[src/rtl/abus_pkg.sv]
package abus_pkg;

    localparam int ABUS_AW  = 24;
    localparam int ABUS_DW  = 16;
    localparam int ABUS_FCW = 3;

    localparam logic [ABUS_FCW-1:0] FC_CPU_SPACE = 3'b111;

    typedef enum logic [2:0] {
        ST_IDLE,
        ST_ADDR,
        ST_ASRT,
        ST_WDAT,
        ST_WAIT,
        ST_LATCH,
        ST_END
    } seq_state_t;

    typedef struct packed {
        logic port16;
        logic berr;
        logic exc;
        logic avec;
    } term_t;

    // Any input that can end the current cycle
    function automatic logic term_hit(logic [1:0] ack, logic berr,
                                      logic avec, logic iack);
        return (|ack) || berr || (avec && iack);
    endfunction

    // Status formed from the termination inputs
    function automatic term_t term_decode(logic [1:0] ack, logic berr,
                                          logic halt, logic avec, logic iack);
        term_t t;
        t.port16 = ack[0];
        t.berr   = berr;
        t.exc    = berr && halt;
        t.avec   = avec && iack;
        return t;
    endfunction

endpackage

[src/rtl/abus_req_reg.sv]
module abus_req_reg #(
    parameter int AW  = abus_pkg::ABUS_AW,
    parameter int DW  = abus_pkg::ABUS_DW,
    parameter int FCW = abus_pkg::ABUS_FCW
) (
    input  logic           clk,
    input  logic           rst,
    input  logic           load,
    input  logic           in_write,
    input  logic           in_byte,
    input  logic [FCW-1:0] in_fc,
    input  logic [AW-1:0]  in_addr,
    input  logic [DW-1:0]  in_wdata,
    output logic           q_write,
    output logic           q_byte,
    output logic [FCW-1:0] q_fc,
    output logic [AW-1:0]  q_addr,
    output logic [DW-1:0]  q_wdata
);
    always_ff @(posedge clk) begin
        if (rst) begin
            q_write <= 1'b0;
            q_byte  <= 1'b0;
            q_fc    <= '0;
            q_addr  <= '0;
            q_wdata <= '0;
        end else if (load) begin
            q_write <= in_write;
            q_byte  <= in_byte;
            q_fc    <= in_fc;
            q_addr  <= in_addr;
            q_wdata <= in_wdata;
        end
    end
endmodule

[src/rtl/abus_fsm.sv]
module abus_fsm
    import abus_pkg::*;
(
    input  logic       clk,
    input  logic       rst,
    input  logic       req_valid,
    input  logic       quiet,
    input  logic       is_write,
    input  logic       hit,
    output seq_state_t state,
    output logic       accept,
    output logic       ready
);
    seq_state_t nxt;

    assign ready  = (state == ST_IDLE) && quiet;
    assign accept = req_valid && ready;

    always_comb begin
        nxt = state;
        unique case (state)
            ST_IDLE:  if (accept) nxt = ST_ADDR;
            ST_ADDR:  nxt = is_write ? ST_ASRT : ST_WAIT;
            ST_ASRT:  nxt = ST_WDAT;
            ST_WDAT:  nxt = ST_WAIT;
            ST_WAIT:  if (hit) nxt = ST_LATCH;
            ST_LATCH: nxt = ST_END;
            ST_END:   nxt = ST_IDLE;
            default:  nxt = ST_IDLE;
        endcase
    end

    always_ff @(posedge clk) begin
        if (rst) state <= ST_IDLE;
        else     state <= nxt;
    end
endmodule

[src/rtl/abus_resp.sv]
module abus_resp
    import abus_pkg::*;
#(
    parameter int DW = ABUS_DW
) (
    input  logic          clk,
    input  logic          rst,
    input  logic          sample,
    input  logic          capture,
    input  logic          is_write,
    input  term_t         term_in,
    input  logic [DW-1:0] din,
    output term_t         rsp,
    output logic [DW-1:0] rdata
);
    term_t held;

    always_ff @(posedge clk) begin
        if (rst) begin
            held  <= '0;
            rsp   <= '0;
            rdata <= '0;
        end else begin
            if (sample) held <= term_in;
            if (capture) begin
                rsp   <= held;
                rdata <= is_write ? '0 : din;
            end
        end
    end
endmodule

[src/rtl/abus_master.sv]
module abus_master
    import abus_pkg::*;
#(
    parameter int AW  = ABUS_AW,
    parameter int DW  = ABUS_DW,
    parameter int FCW = ABUS_FCW
) (
    input  logic           clk,
    input  logic           rst,
    input  logic           req_valid,
    input  logic           req_write,
    input  logic           req_byte,
    input  logic [FCW-1:0] req_fc,
    input  logic [AW-1:0]  req_addr,
    input  logic [DW-1:0]  req_wdata,
    output logic           req_ready,
    output logic           done,
    output logic [DW-1:0]  rsp_rdata,
    output logic           rsp_port16,
    output logic           rsp_berr,
    output logic           rsp_exc,
    output logic           rsp_avec,
    output logic [AW-1:0]  bus_addr,
    output logic [FCW-1:0] bus_fc,
    output logic           bus_byte,
    output logic           bus_rw,
    output logic           bus_as,
    output logic           bus_ds,
    output logic [DW-1:0]  bus_dout,
    output logic           bus_doe,
    input  logic [DW-1:0]  bus_din,
    input  logic [1:0]     bus_ack,
    input  logic           bus_berr,
    input  logic           bus_halt,
    input  logic           bus_avec
);
    seq_state_t state;
    logic       accept;
    logic       wr_q;
    logic       iack;
    logic       quiet;
    logic       hit;
    term_t      term_now;
    term_t      rsp;

    assign quiet = (bus_ack == 2'b00) && !bus_berr && !bus_avec;

    abus_req_reg #(.AW(AW), .DW(DW), .FCW(FCW)) u_req (
        .clk      (clk),
        .rst      (rst),
        .load     (accept),
        .in_write (req_write),
        .in_byte  (req_byte),
        .in_fc    (req_fc),
        .in_addr  (req_addr),
        .in_wdata (req_wdata),
        .q_write  (wr_q),
        .q_byte   (bus_byte),
        .q_fc     (bus_fc),
        .q_addr   (bus_addr),
        .q_wdata  (bus_dout)
    );

    assign iack     = (bus_fc == FC_CPU_SPACE) && !wr_q;
    assign hit      = term_hit(bus_ack, bus_berr, bus_avec, iack);
    assign term_now = term_decode(bus_ack, bus_berr, bus_halt, bus_avec, iack);

    abus_fsm u_fsm (
        .clk       (clk),
        .rst       (rst),
        .req_valid (req_valid),
        .quiet     (quiet),
        .is_write  (wr_q),
        .hit       (hit),
        .state     (state),
        .accept    (accept),
        .ready     (req_ready)
    );

    abus_resp #(.DW(DW)) u_resp (
        .clk      (clk),
        .rst      (rst),
        .sample   ((state == ST_WAIT) && hit),
        .capture  (state == ST_LATCH),
        .is_write (wr_q),
        .term_in  (term_now),
        .din      (bus_din),
        .rsp      (rsp),
        .rdata    (rsp_rdata)
    );

    // Strobes decoded from the step the sequencer is in
    assign bus_as  = (state == ST_ASRT) || (state == ST_WDAT) ||
                     (state == ST_WAIT) || (state == ST_LATCH);
    assign bus_ds  = (state == ST_WAIT) || (state == ST_LATCH);
    assign bus_doe = wr_q && ((state == ST_WDAT) || (state == ST_WAIT) ||
                              (state == ST_LATCH));
    assign bus_rw  = !(wr_q && (state != ST_IDLE));
    assign done    = (state == ST_END);

    assign rsp_port16 = rsp.port16;
    assign rsp_berr   = rsp.berr;
    assign rsp_exc    = rsp.exc;
    assign rsp_avec   = rsp.avec;
endmodule

[config.mk]
export PLATFORM = sky130hd
export DESIGN_NAME = abus_master
export DESIGN_NICKNAME = d
export VERILOG_FILES = /design/src/rtl/abus_pkg.sv /design/src/rtl/abus_req_reg.sv /design/src/rtl/abus_fsm.sv /design/src/rtl/abus_resp.sv /design/src/rtl/abus_master.sv
export SDC_FILE = /design/constraint.sdc
export NUM_CORES = 1
export LEC_CHECK = 0
export ABC_AREA = 1
export ABC_CLOCK_PERIOD_IN_PS = 1350
export BUFFER_PORTS_ARGS = -buffer_cell sky130_fd_sc_hd__buf_2
export CORE_MARGIN = 5
export CORE_UTILIZATION = 35
export CTS_CLUSTER_SIZE = 20
export DETAILED_ROUTE_END_ITERATION = 10
export GPL_ROUTABILITY_DRIVEN = 0
export HOLD_SLACK_MARGIN = 0.06
export PLACE_DENSITY_LB_ADDON = 0.08
export SYNTH_ARGS = -nofsm -noshare
export SYNTH_HDL_FRONTEND = slang
export SYNTH_SLANG_ARGS = --single-unit
export TNS_END_PERCENT = 50
[constraint.sdc]
create_clock -name clk -period 1.35 [get_ports clk]
set_input_delay 0 -clock clk [delete_from_list [all_inputs] [get_ports clk]]
set_output_delay 0 -clock clk [all_outputs]
set_load 0.05 [all_outputs]
* Yosys cells after proc, flatten, opt, wreduce, memory -nomap -nowiden *
Index checks and enable logic that the tools add are counted.
W data, S select, Z words.

storage, ports and cells
  flip-flop bits (word level) = 72
  bits of input ports = 69
  output and inout bits = 70
  logic and storage cells = 56

cells by class
  equality and inequality tests = 9
  multiplexer cells = 5
  reductions and logical operators = 27

operators with widths
  operator              count
  $pmux W3 S6           1
  $mux W16              1
  $eq A3 B3 Y1 const B  4
  $logic_and A1 B1 Y1   10
  $mux W3               3
  $logic_or A1 B1 Y1    8
  $eq A3 B2 Y1 const B  2
  $logic_not A1 Y1      4
  $ne A2 B2 Y1 const B  2
  $eq A3 B1 Y1 const B  1
  $logic_not A3 Y1      1
  $reduce_bool A3 Y1    1
  $logic_not A2 Y1      1
  $reduce_and A2 Y1     1
  $reduce_or A2 Y1      1

* Longest topological paths before layout *
  depth in word-level cells = 7
  gate-level depth with buffers = 9
  mapped depth without buffers = 8

* Modules after synthesis *
A second synthesis with hierarchy kept.

unflattened totals
  cells, all modules = 447
  area, all modules = 3,069.2 sq um

by module, submodules not included
  module        instances  cells an instance  area an instance (sq um)
  abus_req_reg  1          285                1,866.8
  abus_resp     1          106                884.6
  abus_fsm      1          28                 178.9
  abus_master   1          28                 138.9

* Least setup slack after synthesis *
Ideal clock, no wire load.

  path type = flip-flop to output port
  from = register u_fsm.state[2]
  to = output bus_rw
  data arrival time = 1.724 ns
  required time = 1.350 ns
  path slack = -0.374 ns
  stages on the path, launching flop included = 4
  buffers on the path = 2
  cell sequence = dfxtp_1 > buf_6 > clkbuf_1 > o21ai_0

on the way
  word-level cells in the longest chain between the ends = 3

RTL lines
  element                 RTL line           text
  start, declared         abus_fsm.sv:10     output seq_state_t state,
  start signal, assigned  abus_fsm.sv:35     else state <= nxt;
  $reduce_bool A3 Y1      abus_master.sv:98  assign bus_rw = !(wr_q && (state != ST_IDLE));
  $logic_and A1 B1 Y1     abus_master.sv:98
  $logic_not A1 Y1        abus_master.sv:98
  end, declared           abus_master.sv:26  output logic bus_rw,

Every way passes these cells.

* Worst setup path in the final report *
  from = register u_fsm.state[0]
  to = output bus_doe

on the way
  word-level cells in the longest chain between the ends = 4
  elaborated cells between the ends (all ways) = 6
  those cells by class = 3 x eq/ne; 3 x reduce/logical

RTL lines
  element                                       RTL line           text
  $eq A3 B2 Y1 or $eq A3 B3 Y1 (tied branches)  abus_master.sv:96  assign bus_doe = wr_q && ((state == ST_WDAT) || (state == ST_WAIT) ||
  $logic_or A1 B1 Y1                            abus_master.sv:96
  $logic_or A1 B1 Y1 *                          abus_master.sv:96
  $logic_and A1 B1 Y1 *                         abus_master.sv:96
  end, declared                                 abus_master.sv:30  output logic bus_doe,

Mark *: on every way between the ends. The rest lies on a longest branch, timed or not.

==> results.md <==
- Outcome: finished, violations left
- Failing checks: setup timing
- Initial DRC count: 103
- DIE AREA: 0.0108 mm^2
- CP required: 1.35 ns
- I/O pin cnt: 139
- Final ANT Viol Nets: 0
- First-pass GRT wire length: 16500 um
- Register area share after synthesis: 46.6%
- Hold_ws: 0.183 ns
- Final Hold Fails: 0
- Fin crit period: 1.39 ns
- Unrepaired setup endpoints after global routing: true
- Grt ovf: 0
- Crit Path Class: reg -> out
- Via Count: 3414
- Remaining DRCs: 0
- FMAX: 721 MHz
- Root buf cell: clkbuf_8
- Setup TNS: -0.0738 ns
- Worst-path clk slew: 0.07 ns
- Height of the die: 104 um
- Port Buffers: 138
- GRT Overall Usage: 18.1%
- Maxcap violations: 0
- CP max FO: 3
- Total CTS buffers: 9
- LEAKAGE: 0.00235 uW
- CTS tree: built
- Clock buffer depth: 2
- Post-route setup slack: -0.0374 ns
- Antenna violations before repair: 0
- Worst skew pair latency: 0.34 ns
- Clock Sinks: 72
- Vias in the first global route: 3376
- Synth cell types: 16
- Core area: 0.00868 mm^2
- Largest net degree at the start of global routing: 55
- FF+latch count, synth: 72
- Worst slew margin relative to its limit: 77.0%
- Maximum VDD drop: 520 uV
- Fill cells: 788
- Die W: 104 um
- Max Slew Vio Count: 0
- Avg Inst Size Synth: 7.64 um^2
- Syn Nets: 474
- Vias per std cell: 4.72
- Setup violations, final: 3
- Dpl cells: 631
- Initial Util: 35.7%
- Diodes inserted: 0
- Actual slew at the worst max-slew pin: 0.345 ns
- Ys Warns: 0
- Synthesized area: 0.00310 mm^2
- Num rows: 34
- Synth Instances: 405
- Area Overhead vs Synth: 66.1%
- H-tree depth: 3
- Post-Route WL: 9960 um
- Critical path arrival: 1.39 ns
- Total power draw: 5840 uW
- Placed Instance Area: 0.00387 mm^2
- Finished Layout Cells: 724
- Final nets: 681
- Crit share post-route: 103%
- Layout cells sized above 1: 32.8%
- Hpwl dp: 5710 um
- Hold Crit Class: in -> reg
- Worst Setup Start Kind: register
- PwrDens: 1140 mW/mm^2
- Clock Skews: 0.00820 ns
- WL/cell: 13.8 um
- DR pass1 iterations: 6
- Fin area: 0.00514 mm^2
- CP Capture Type: output port
-- routing by layer --
layer	wire length, um	GRT usage, %
met3	579	4.22
met1	4270	22.2
met2	4960	31.0
met4	157	6.20
met5	0	0
-- area by class of cell --
cell class / count / area (um^2) / share of cell area [%]
clock inverters: 5 / 129 / 2.51
flip-flops and latches: 72 / 1450 / 28.2
clock buffers: 10 / 138 / 2.68
repair buffers: 231 / 1790 / 34.9
multi-input cells: 286 / 1460 / 28.3
inverters: 12 / 45.0 / 0.876
well taps: 108 / 135 / 2.63
-- path summary, 6_finish.rpt --
kind | startpoint | to | slack, ns | cells after the start
worst min-delay path | bus_ack[1] | u_fsm.state[0] | 0.18 | 7
worst max register to register | u_fsm.state[1] | u_req.q_wdata[5] | 0.01 | 8
worst max-delay path | u_fsm.state[0] | bus_doe | -0.04 | 6
worst min register to register | u_resp.rdata[2] | u_resp.rdata[2] | 0.46 | 2
-- critical path, cell delays in order (launching register included) --
cell	delay (ns)
dfxtp_4	0.37
buf_6	0.10
inv_2	0.05
o21ai_2	0.13
nand2_2	0.12
nor2_4	0.12
buf_8	0.15
-- through the flow --
| stage | worst slack [ns] | util, % |
|---|---|---|
| 2_1_floorplan | -0.269 | - |
| 3_3_place_gp | 0.0780 | 44.6 |
| 3_5_place_dp | 0.0425 | 44.6 |
| 4_1_cts | -0.0852 | 58.5 |
| 5_1_grt | -0.106 | 59.2 |
| 6_report | -0.0374 | 59.2 |
-- Yosys cell counts --
| cell type | number | area share (%) |
|---|---|---|
| buf_1 | 9 | 1.1 |
| buf_6 | 10 | 3.6 |
| nand3b_1 | 45 | 11 |
| nor2_2 | 1 | 0.20 |
| nand2_1 | 84 | 10 |
| nor3_1 | 1 | 0.16 |
| nand4_1 | 16 | 3.2 |
| o21ai_0 | 4 | 0.65 |
| a21oi_1 | 71 | 11 |
| nand3_1 | 10 | 1.6 |
| dfxtp_1 | 72 | 47 |
| buf_2 | 8 | 1.3 |
| inv_1 | 9 | 1.1 |
| clkbuf_1 | 8 | 0.97 |
| inv_2 | 3 | 0.36 |
| nor2_1 | 54 | 6.5 |
-- sequential cells by signal, summed over array words and instances, names as in the netlist --
name,flops
u_fsm.state,3
u_req.q_addr,24
u_req.q_byte,1
u_req.q_fc,3
u_req.q_wdata,16
u_req.q_write,1
u_resp.held,4
u_resp.rdata,16
u_resp.rsp,4
-- cells by family (layout without fill, tap and decap cells) --
logic type,after synthesis,count (layout),synth area share (%)
buf+inv,47,258,8.45
flops,72,72,46.6
compound gates,75,75,12.1
simple gates,211,211,32.9
-- power breakdown --
group	internal, uW	switching, uW
Clock	1460	812
Combinational	600	725
Sequential	2200	47.8
-- cells in the final DEF (no fill, tap or decap), drive strengths merged, types with 2 or more instances in the layout --
master,netlist,layout
dlygate4sd3,0,65
nand3b,45,45
dfxtp,72,72
bufinv,0,4
nand3,10,10
o21ai,4,4
nand2,84,84
nand4,16,16
a21oi,71,71
buf,27,163
clkbuf,8,11
inv,12,12
nor2,55,55
bufbuf,0,2
-- timing repair --
item / 4_1_cts / 5_1_grt
hold endpoints to repair: 64 / 0
setup buffers: 9 / 0
endpoints found under the setup margin: 6 / 53
hold buffers: 65 / 0
pin swaps: 26 / 4
cloned: 4 / 1
resized for setup: 31 / 21
(Power assumes the default switching activity.)
